==> config.mk <==
export PLATFORM = sky130hd
export DESIGN_NAME = dma_csr_bank
export DESIGN_NICKNAME = d
export VERILOG_FILES = /design/src/rtl/dma_csr_pkg.sv /design/src/rtl/dma_csr_ctl.sv /design/src/rtl/dma_csr_chan.sv /design/src/rtl/dma_csr_bank.sv
export SDC_FILE = /design/constraint.sdc
export NUM_CORES = 1
export LEC_CHECK = 0
export BUFFER_PORTS_ARGS = -buffer_cell sky130_fd_sc_hd__buf_4
export CELL_PAD_IN_SITES_DETAIL_PLACEMENT = 0
export CELL_PAD_IN_SITES_GLOBAL_PLACEMENT = 1
export CORE_MARGIN = 2
export CORE_UTILIZATION = 40
export CTS_BUF_LIST = sky130_fd_sc_hd__clkbuf_4
export CTS_CLUSTER_DIAMETER = 80
export DETAILED_ROUTE_END_ITERATION = 8
export PLACE_DENSITY = 0.82
export SKIP_LAST_GASP = 1
export SLEW_MARGIN = 20
export SYNTH_ARGS = -nofsm -noshare
export SYNTH_HDL_FRONTEND = slang
export SYNTH_SLANG_ARGS = --single-unit
==> constraint.sdc <==
create_clock -name clk_i -period 1.7 [get_ports clk_i]
set_input_delay 0.255 -clock clk_i [delete_from_list [all_inputs] [get_ports clk_i]]
set_output_delay 0.255 -clock clk_i [all_outputs]
set_load 0.005 [all_outputs]
==> src/rtl/dma_csr_pkg.sv <==
package dma_csr_pkg;
  localparam int DATA_W = 32;
  localparam int OFF_W  = 4;

  typedef enum logic [OFF_W-1:0] {
    OFF_CTL  = 4'd0,
    OFF_STAT = 4'd1,
    OFF_PTR  = 4'd2,
    OFF_ISEL = 4'd3,
    OFF_BSEL = 4'd4,
    OFF_WSEL = 4'd5
  } reg_off_e;

  // control nibble index: mask in wdata[31:28], value in wdata[15:12]
  localparam int C_RUN   = 3;
  localparam int C_PAUSE = 2;
  localparam int C_FLUSH = 1;
  localparam int C_WAKE  = 0;

  typedef struct packed {
    logic run;
    logic pause;
    logic flush;
    logic wake;
    logic dead;
    logic active;
    logic bt;
  } chan_stat_t;

  function automatic logic [DATA_W-1:0] stat_word(chan_stat_t s, logic [3:0] dev);
    return {16'h0, s.run, s.pause, s.flush, s.wake, s.dead, s.active, 1'b0, s.bt, 4'h0, dev};
  endfunction

  function automatic logic [DATA_W-1:0] sel_word(logic [7:0] sel);
    return {12'h0, sel[7:4], 12'h0, sel[3:0]};
  endfunction
endpackage

==> src/rtl/dma_csr_ctl.sv <==
module dma_csr_ctl
  import dma_csr_pkg::*;
(
  input  chan_stat_t cur_i,
  input  logic [3:0] mask_i,
  input  logic [3:0] val_i,
  output chan_stat_t nxt_o,
  output logic       flush_req_o
);
  logic set_wake_req;
  logic flush_set;
  logic halt;

  always_comb begin
    nxt_o = cur_i;
    if (mask_i[C_RUN]) begin
      if (val_i[C_RUN]) begin
        nxt_o.run = 1'b1;
      end else begin
        nxt_o.run  = 1'b0;
        nxt_o.dead = 1'b0;
      end
    end
    set_wake_req = mask_i[C_WAKE] & val_i[C_WAKE];
    if (set_wake_req && nxt_o.run) nxt_o.wake = 1'b1;
    if (mask_i[C_PAUSE]) nxt_o.pause = val_i[C_PAUSE];
    flush_set = mask_i[C_FLUSH] & val_i[C_FLUSH];
    if (flush_set) nxt_o.flush = 1'b1;
    halt = nxt_o.pause | ~nxt_o.run;
    if (halt)                                    nxt_o.active = 1'b0;
    else if (mask_i[C_RUN] || mask_i[C_PAUSE])   nxt_o.active = 1'b1;
    else if (set_wake_req)                       nxt_o.active = 1'b1;
    // a stop drains the device before the channel reports idle
    flush_req_o = halt | flush_set;
  end
endmodule

==> src/rtl/dma_csr_chan.sv <==
module dma_csr_chan
  import dma_csr_pkg::*;
(
  input  logic              clk_i,
  input  logic              rst_ni,
  input  logic              ctl_we_i,
  input  logic              ptr_we_i,
  input  logic [2:0]        sel_we_i,
  input  logic [DATA_W-1:0] wdata_i,
  input  logic              seq_fetch_i,
  input  logic              seq_flush_done_i,
  input  logic              seq_bt_set_i,
  input  logic              seq_bt_clr_i,
  input  logic              seq_stop_i,
  input  logic              seq_kill_i,
  output chan_stat_t        stat_o,
  output logic [DATA_W-1:0] cmd_ptr_o,
  output logic [7:0]        sel_o [3],
  output logic              start_o,
  output logic              flush_o,
  output logic              fetch_o
);
  chan_stat_t stat_q, stat_seq, stat_ctl;
  logic       ctl_flush;
  logic [DATA_W-1:0] ptr_q;
  logic [7:0] sel_q [3];

  always_comb begin
    stat_seq = stat_q;
    if (seq_fetch_i)      stat_seq.wake   = 1'b0;
    if (seq_flush_done_i) stat_seq.flush  = 1'b0;
    if (seq_bt_set_i)     stat_seq.bt     = 1'b1;
    if (seq_bt_clr_i)     stat_seq.bt     = 1'b0;
    if (seq_stop_i)       stat_seq.active = 1'b0;
    if (seq_kill_i) begin
      stat_seq.dead   = 1'b1;
      stat_seq.active = 1'b0;
    end
  end

  dma_csr_ctl u_ctl (
    .cur_i       (stat_seq),
    .mask_i      (wdata_i[31:28]),
    .val_i       (wdata_i[15:12]),
    .nxt_o       (stat_ctl),
    .flush_req_o (ctl_flush)
  );

  always_ff @(posedge clk_i or negedge rst_ni) begin
    if (!rst_ni) begin
      stat_q  <= '0;
      ptr_q   <= '0;
      start_o <= 1'b0;
      flush_o <= 1'b0;
      fetch_o <= 1'b0;
    end else begin
      stat_q  <= ctl_we_i ? stat_ctl : stat_seq;
      start_o <= ctl_we_i & stat_ctl.active;
      flush_o <= ctl_we_i & ctl_flush;
      fetch_o <= ptr_we_i & ~stat_q.active;
      if (ptr_we_i && !stat_q.active) ptr_q <= {wdata_i[DATA_W-1:4], 4'h0};
    end
  end

  for (genvar k = 0; k < 3; k++) begin : g_sel
    always_ff @(posedge clk_i or negedge rst_ni) begin
      if (!rst_ni)          sel_q[k] <= '0;
      else if (sel_we_i[k]) sel_q[k] <= {wdata_i[19:16], wdata_i[3:0]};
    end
    assign sel_o[k] = sel_q[k];
  end

  assign stat_o    = stat_q;
  assign cmd_ptr_o = ptr_q;

  a_r3_active_needs_run: assert property (@(posedge clk_i) disable iff (!rst_ni)
    stat_q.active |-> (stat_q.run && !stat_q.pause));
  a_r10_ptr_aligned: assert property (@(posedge clk_i) disable iff (!rst_ni)
    ptr_q[3:0] == 4'h0);
  a_r10_ptr_locked: assert property (@(posedge clk_i) disable iff (!rst_ni)
    (ptr_we_i && stat_q.active) |=> ($stable(ptr_q) && !fetch_o));
  a_r4_stop_flushes: assert property (@(posedge clk_i) disable iff (!rst_ni)
    (ctl_we_i && wdata_i[31] && !wdata_i[15]) |=> (flush_o && !stat_q.active));
  a_r2_stop_clears_dead: assert property (@(posedge clk_i) disable iff (!rst_ni)
    (ctl_we_i && wdata_i[31] && !wdata_i[15]) |=> (!stat_q.dead && !stat_q.run));
  a_r7_flush_set: assert property (@(posedge clk_i) disable iff (!rst_ni)
    (ctl_we_i && wdata_i[29] && wdata_i[13]) |=> (flush_o && stat_q.flush));
  a_r8_start_when_active: assert property (@(posedge clk_i) disable iff (!rst_ni)
    start_o |-> stat_q.active);
  a_r11_kill_sets_dead: assert property (@(posedge clk_i) disable iff (!rst_ni)
    (seq_kill_i && !ctl_we_i) |=> (stat_q.dead && !stat_q.active));
endmodule

==> src/rtl/dma_csr_bank.sv <==
module dma_csr_bank
  import dma_csr_pkg::*;
#(
  parameter int NUM_CH = 2,
  localparam int CH_W  = (NUM_CH > 1) ? $clog2(NUM_CH) : 1,
  localparam int ADDR_W = CH_W + OFF_W
) (
  input  logic                 clk_i,
  input  logic                 rst_ni,
  input  logic                 wr_en_i,
  input  logic [ADDR_W-1:0]    wr_addr_i,
  input  logic [DATA_W-1:0]    wr_data_i,
  input  logic [ADDR_W-1:0]    rd_addr_i,
  output logic [DATA_W-1:0]    rd_data_o,
  input  logic [NUM_CH*4-1:0]  dev_stat_i,
  input  logic [NUM_CH-1:0]    seq_fetch_i,
  input  logic [NUM_CH-1:0]    seq_flush_done_i,
  input  logic [NUM_CH-1:0]    seq_bt_set_i,
  input  logic [NUM_CH-1:0]    seq_bt_clr_i,
  input  logic [NUM_CH-1:0]    seq_stop_i,
  input  logic [NUM_CH-1:0]    seq_kill_i,
  output logic [NUM_CH-1:0]    active_o,
  output logic [NUM_CH-1:0]    start_o,
  output logic [NUM_CH-1:0]    flush_o,
  output logic [NUM_CH-1:0]    fetch_o,
  output logic [NUM_CH*32-1:0] cmd_ptr_o,
  output logic [NUM_CH*8-1:0]  int_sel_o,
  output logic [NUM_CH*8-1:0]  br_sel_o,
  output logic [NUM_CH*8-1:0]  wait_sel_o
);
  logic [CH_W-1:0]  wr_ch, rd_ch;
  logic [OFF_W-1:0] wr_off, rd_off;
  chan_stat_t        stat_w [NUM_CH];
  logic [DATA_W-1:0] ptr_w  [NUM_CH];
  logic [7:0]        sel_w  [NUM_CH][3];

  assign wr_ch  = wr_addr_i[ADDR_W-1:OFF_W];
  assign wr_off = wr_addr_i[OFF_W-1:0];
  assign rd_ch  = rd_addr_i[ADDR_W-1:OFF_W];
  assign rd_off = rd_addr_i[OFF_W-1:0];

  for (genvar c = 0; c < NUM_CH; c++) begin : g_ch
    logic hit;
    logic [2:0] sel_we;
    assign hit    = wr_en_i && (int'(wr_ch) == c);
    assign sel_we = {hit && wr_off == OFF_WSEL, hit && wr_off == OFF_BSEL, hit && wr_off == OFF_ISEL};

    dma_csr_chan u_chan (
      .clk_i            (clk_i),
      .rst_ni           (rst_ni),
      .ctl_we_i         (hit && wr_off == OFF_CTL),
      .ptr_we_i         (hit && wr_off == OFF_PTR),
      .sel_we_i         (sel_we),
      .wdata_i          (wr_data_i),
      .seq_fetch_i      (seq_fetch_i[c]),
      .seq_flush_done_i (seq_flush_done_i[c]),
      .seq_bt_set_i     (seq_bt_set_i[c]),
      .seq_bt_clr_i     (seq_bt_clr_i[c]),
      .seq_stop_i       (seq_stop_i[c]),
      .seq_kill_i       (seq_kill_i[c]),
      .stat_o           (stat_w[c]),
      .cmd_ptr_o        (ptr_w[c]),
      .sel_o            (sel_w[c]),
      .start_o          (start_o[c]),
      .flush_o          (flush_o[c]),
      .fetch_o          (fetch_o[c])
    );

    assign active_o[c]             = stat_w[c].active;
    assign cmd_ptr_o[c*32 +: 32]   = ptr_w[c];
    assign int_sel_o[c*8 +: 8]     = sel_w[c][0];
    assign br_sel_o[c*8 +: 8]      = sel_w[c][1];
    assign wait_sel_o[c*8 +: 8]    = sel_w[c][2];
  end

  always_comb begin
    rd_data_o = '0;
    if (int'(rd_ch) < NUM_CH) begin
      case (reg_off_e'(rd_off))
        OFF_CTL, OFF_STAT: rd_data_o = stat_word(stat_w[rd_ch], dev_stat_i[int'(rd_ch)*4 +: 4]);
        OFF_PTR:           rd_data_o = ptr_w[rd_ch];
        OFF_ISEL:          rd_data_o = sel_word(sel_w[rd_ch][0]);
        OFF_BSEL:          rd_data_o = sel_word(sel_w[rd_ch][1]);
        OFF_WSEL:          rd_data_o = sel_word(sel_w[rd_ch][2]);
        default:           rd_data_o = '0;
      endcase
    end
  end

  a_r12_absent_reads_zero: assert property (@(posedge clk_i) disable iff (!rst_ni)
    (rd_off > 4'd5) |-> (rd_data_o == '0));
  a_r9_status_high_zero: assert property (@(posedge clk_i) disable iff (!rst_ni)
    (rd_off == 4'd0) |-> (rd_data_o[31:16] == 16'h0));
endmodule

==> flow_summary.toml <==
[global_route]
grt_pass1_wl_um = 28700
grt-ovfl-total = 0
grtUsageTotal = 0.234
antenna_found_initial = 1
grt_start_max_net_pins = 66
grt_pass1_vias = 5237

[sta]
fin_worst_skew_ns = 0.0159
rsz0062_at_grt = "yes"
maxSlewViolCount = 0
worst_slack_ns = -0.174
setup_viol = 24
hold_slack_ns = 0.0590
timing.fmax_mhz = 533
min_period_ns = 1.87
post-route-period-util = 1.10
hold_viol_final = 0

[clock_network]
cts_sinks = 124
cts_buffer_depth = 2
cts_inserted_buffers = 17
cts_tree = "yes"
clk_pin_slew_ns = 0.10
clk_root_buffer_cell = "clkbuf_4"
clk_latency_ns = 0.54
htreeDepth = 4

[floorplan]
dieWidth_um = 125
dieArea_mm2 = 0.0157
rows = 44
ioPinCount = 217
core_area_mm2 = 0.0145
start_util = 0.407
die_h_um = 125

[placed_design]
io_buffers = 208
hpwl_um = 12600
placed_cells = 833
globalplace.congestion = 0.850
dp_slack_ns = -0.271
placed_area_mm2 = 0.00776

[drt]
wl_per_cell_um = 19.6
first_iter_violations = 244
route.detailed.drc = 0
top_layer_used = "met4"
wl_met2_um = 9010
wirelength_um = 19000
via_per_inst = 5.16
ant_nets = 0
dr.pass1.iters = 4
wl_met3_um = 1590
wl_met1_um = 8110
vias = 5002

[power_and_ir_drop]
peakVddDrop_uv = 623
p_per_area_mw_per_mm2 = 912
p_leak_nw = 4.62

[logic_synthesis]
synth_area_leaders = "dfrtp_1, mux2_2, mux2i_1"
synth_area_mm2 = 0.00590
synth_area_leader_cell = "dfrtp_1"
ys_ff_latch = 124
synth_area_per_cell_um2 = 13.1
yosysMostFrequentCell = "dfrtp_1"
synth_common_cells = "dfrtp_1, mux2_2, mux2i_1"
synthDominantCellAreaShare = 0.526
synth_ff_type = "dfrtp_1"
yosysWarningCount = 0
ys_types = 37
postSynth.asyncResetShare = 1.00
postSynthCellCount = 449
synth-seq-area-share = 0.526
synth_edf_count = 0

[worst_setup_path]
cp-end-kind = "primary output"
cp_cell_sequence = "mux2i_1, o22ai_1, or2_4, buf_6"
crit_required_ns = 1.44
worstSetupPathType = "flip-flop to primary output"
cp_slowest_cell = "dfrtp_1"
startpoint_type = "flip-flop"
max_stage_delay_ns = 0.42
arrival_ns = 1.62
critPathMaxFanout = 3

[run]
drv_cap = 0

[final_layout]
layout-drive-gt1-share = 0.620
area_growth_pct = 59.2
n_fill_cell = 1067
finalNetCount = 840
regArea_mm2 = 0.00310
final_cells = 970
multi_input_area_mm2 = 0.00284
utilization = 0.649
final_area_mm2 = 0.00939

[hold_path]
holdCritPathClass = "primary input to flip-flop"

[run_status]
status = "finished, violations left"
violations = "negative setup slack"
-- state kept, by name, summed over array words and instances (netlist names) --
signal / flops
g_ch.u_chan.cmd_ptr_o: 56
g_ch.u_chan.sel_o: 48
g_ch.u_chan.stat_o: 14
g_ch.u_chan.fetch_o: 2
g_ch.u_chan.flush_o: 2
g_ch.u_chan.start_o: 2
-- final timing paths --
check	cells after the start	slack, ns	startpoint	end
worst max register to register	5	0.11	g_ch[1].u_chan.stat_o[1]	g_ch[1].u_chan.cmd_ptr_o[21]
worst min register to register	1	0.55	g_ch[0].u_chan.stat_o[2]	g_ch[0].u_chan.stat_o[2]
max in group asynchronous	3	1.07	rst_ni	g_ch[0].u_chan.cmd_ptr_o[21]
worst min-delay path	4	0.06	seq_stop_i[0]	g_ch[0].u_chan.start_o
worst max-delay path	4	-0.17	g_ch[0].u_chan.sel_o[5]	rd_data_o[17]
min in group asynchronous	3	0.32	rst_ni	g_ch[1].u_chan.flush_o
-- per-layer routing --
layer,vias to the layer above,global-route usage
met5,-,0
met4,0,0.0791
met3,29,0.0762
met2,222,0.378
met1,2480,0.297
li1,2271,-
-- worst max-delay path, delay by kind of cell, from the launching register on --
kind / cells / cell delay, ns
buffers and inverters: 1 / 0.11
flip-flops: 1 / 0.42
AO/OA/AOI/OAI: 1 / 0.11
multiplexers: 1 / 0.19
AND/OR/NAND/NOR: 1 / 0.26
-- what timing repair did --
item | in CTS | in global routing
endpoints found under the hold margin | 236 | 0
gates resized for setup | 24 | 76
cloned | 2 | 1
hold buffers | 46 | 0
pin swaps | 14 | 25
buffers inserted | 39 | 20
setup endpoints to repair | 15 | 32
-- layout make-up --
cell class,count,share of cell area
Sequential cell,124,0.330
Timing Repair Buffer,340,0.313
Multi-Input combinational cell,286,0.303
Tap cell,184,0.0245
Clock buffer,19,0.0152
Clock inverter,10,0.0109
Inverter,6,0.00240
Antenna cell,1,0.000266
-- through the flow --
step	TNS, ns	total power [W]
after global placement	-1.39	0.00592
after global routing	-2.57	0.00898
final	-1.29	0.00857
after detailed placement	-1.57	0.00600
after CTS	-2.45	0.00830
after floorplan	0	0.00467
-- cells by family after synthesis --
logic type / after synthesis / synth area share
AOI/OAI and AO/OA: 37 / 0.0416
buffers and inverters: 46 / 0.0471
DFF: 124 / 0.526
muxes: 173 / 0.317
other: 1 / 0.000636
and+or+nand+nor: 68 / 0.0679
-- report_power, final --
group | internal, W | total [W] | switching [W]
Sequential | 0.00345 | 0.00388 | 0.000434
Combinational | 0.00173 | 0.00276 | 0.00103
Clock | 0.000859 | 0.00192 | 0.00106
-- cell usage in the layout, fill, tap and decap left out, types with 3 or more instances in the layout --
cell type,netlist,routed
nand2_1,4,4
or2_1,5,5
conb_1,1,8
inv_1,6,6
buf_12,0,11
nor2_1,25,8
o22ai_1,27,20
mux2i_1,63,42
clkinv_2,0,4
dfrtp_1,124,124
nor2b_1,3,3
nand2b_1,3,3
or2_4,0,3
nand4_1,4,4
mux2_2,110,110
nor2_4,0,17
buf_4,19,255
clkbuf_4,0,19
mux2i_2,0,18
buf_6,2,25
mux2i_4,0,3
nand3_1,6,6
a31oi_1,3,3
dlygate4sd3_1,0,46
o22ai_2,0,6
Power figures use the tool's default switching activity.
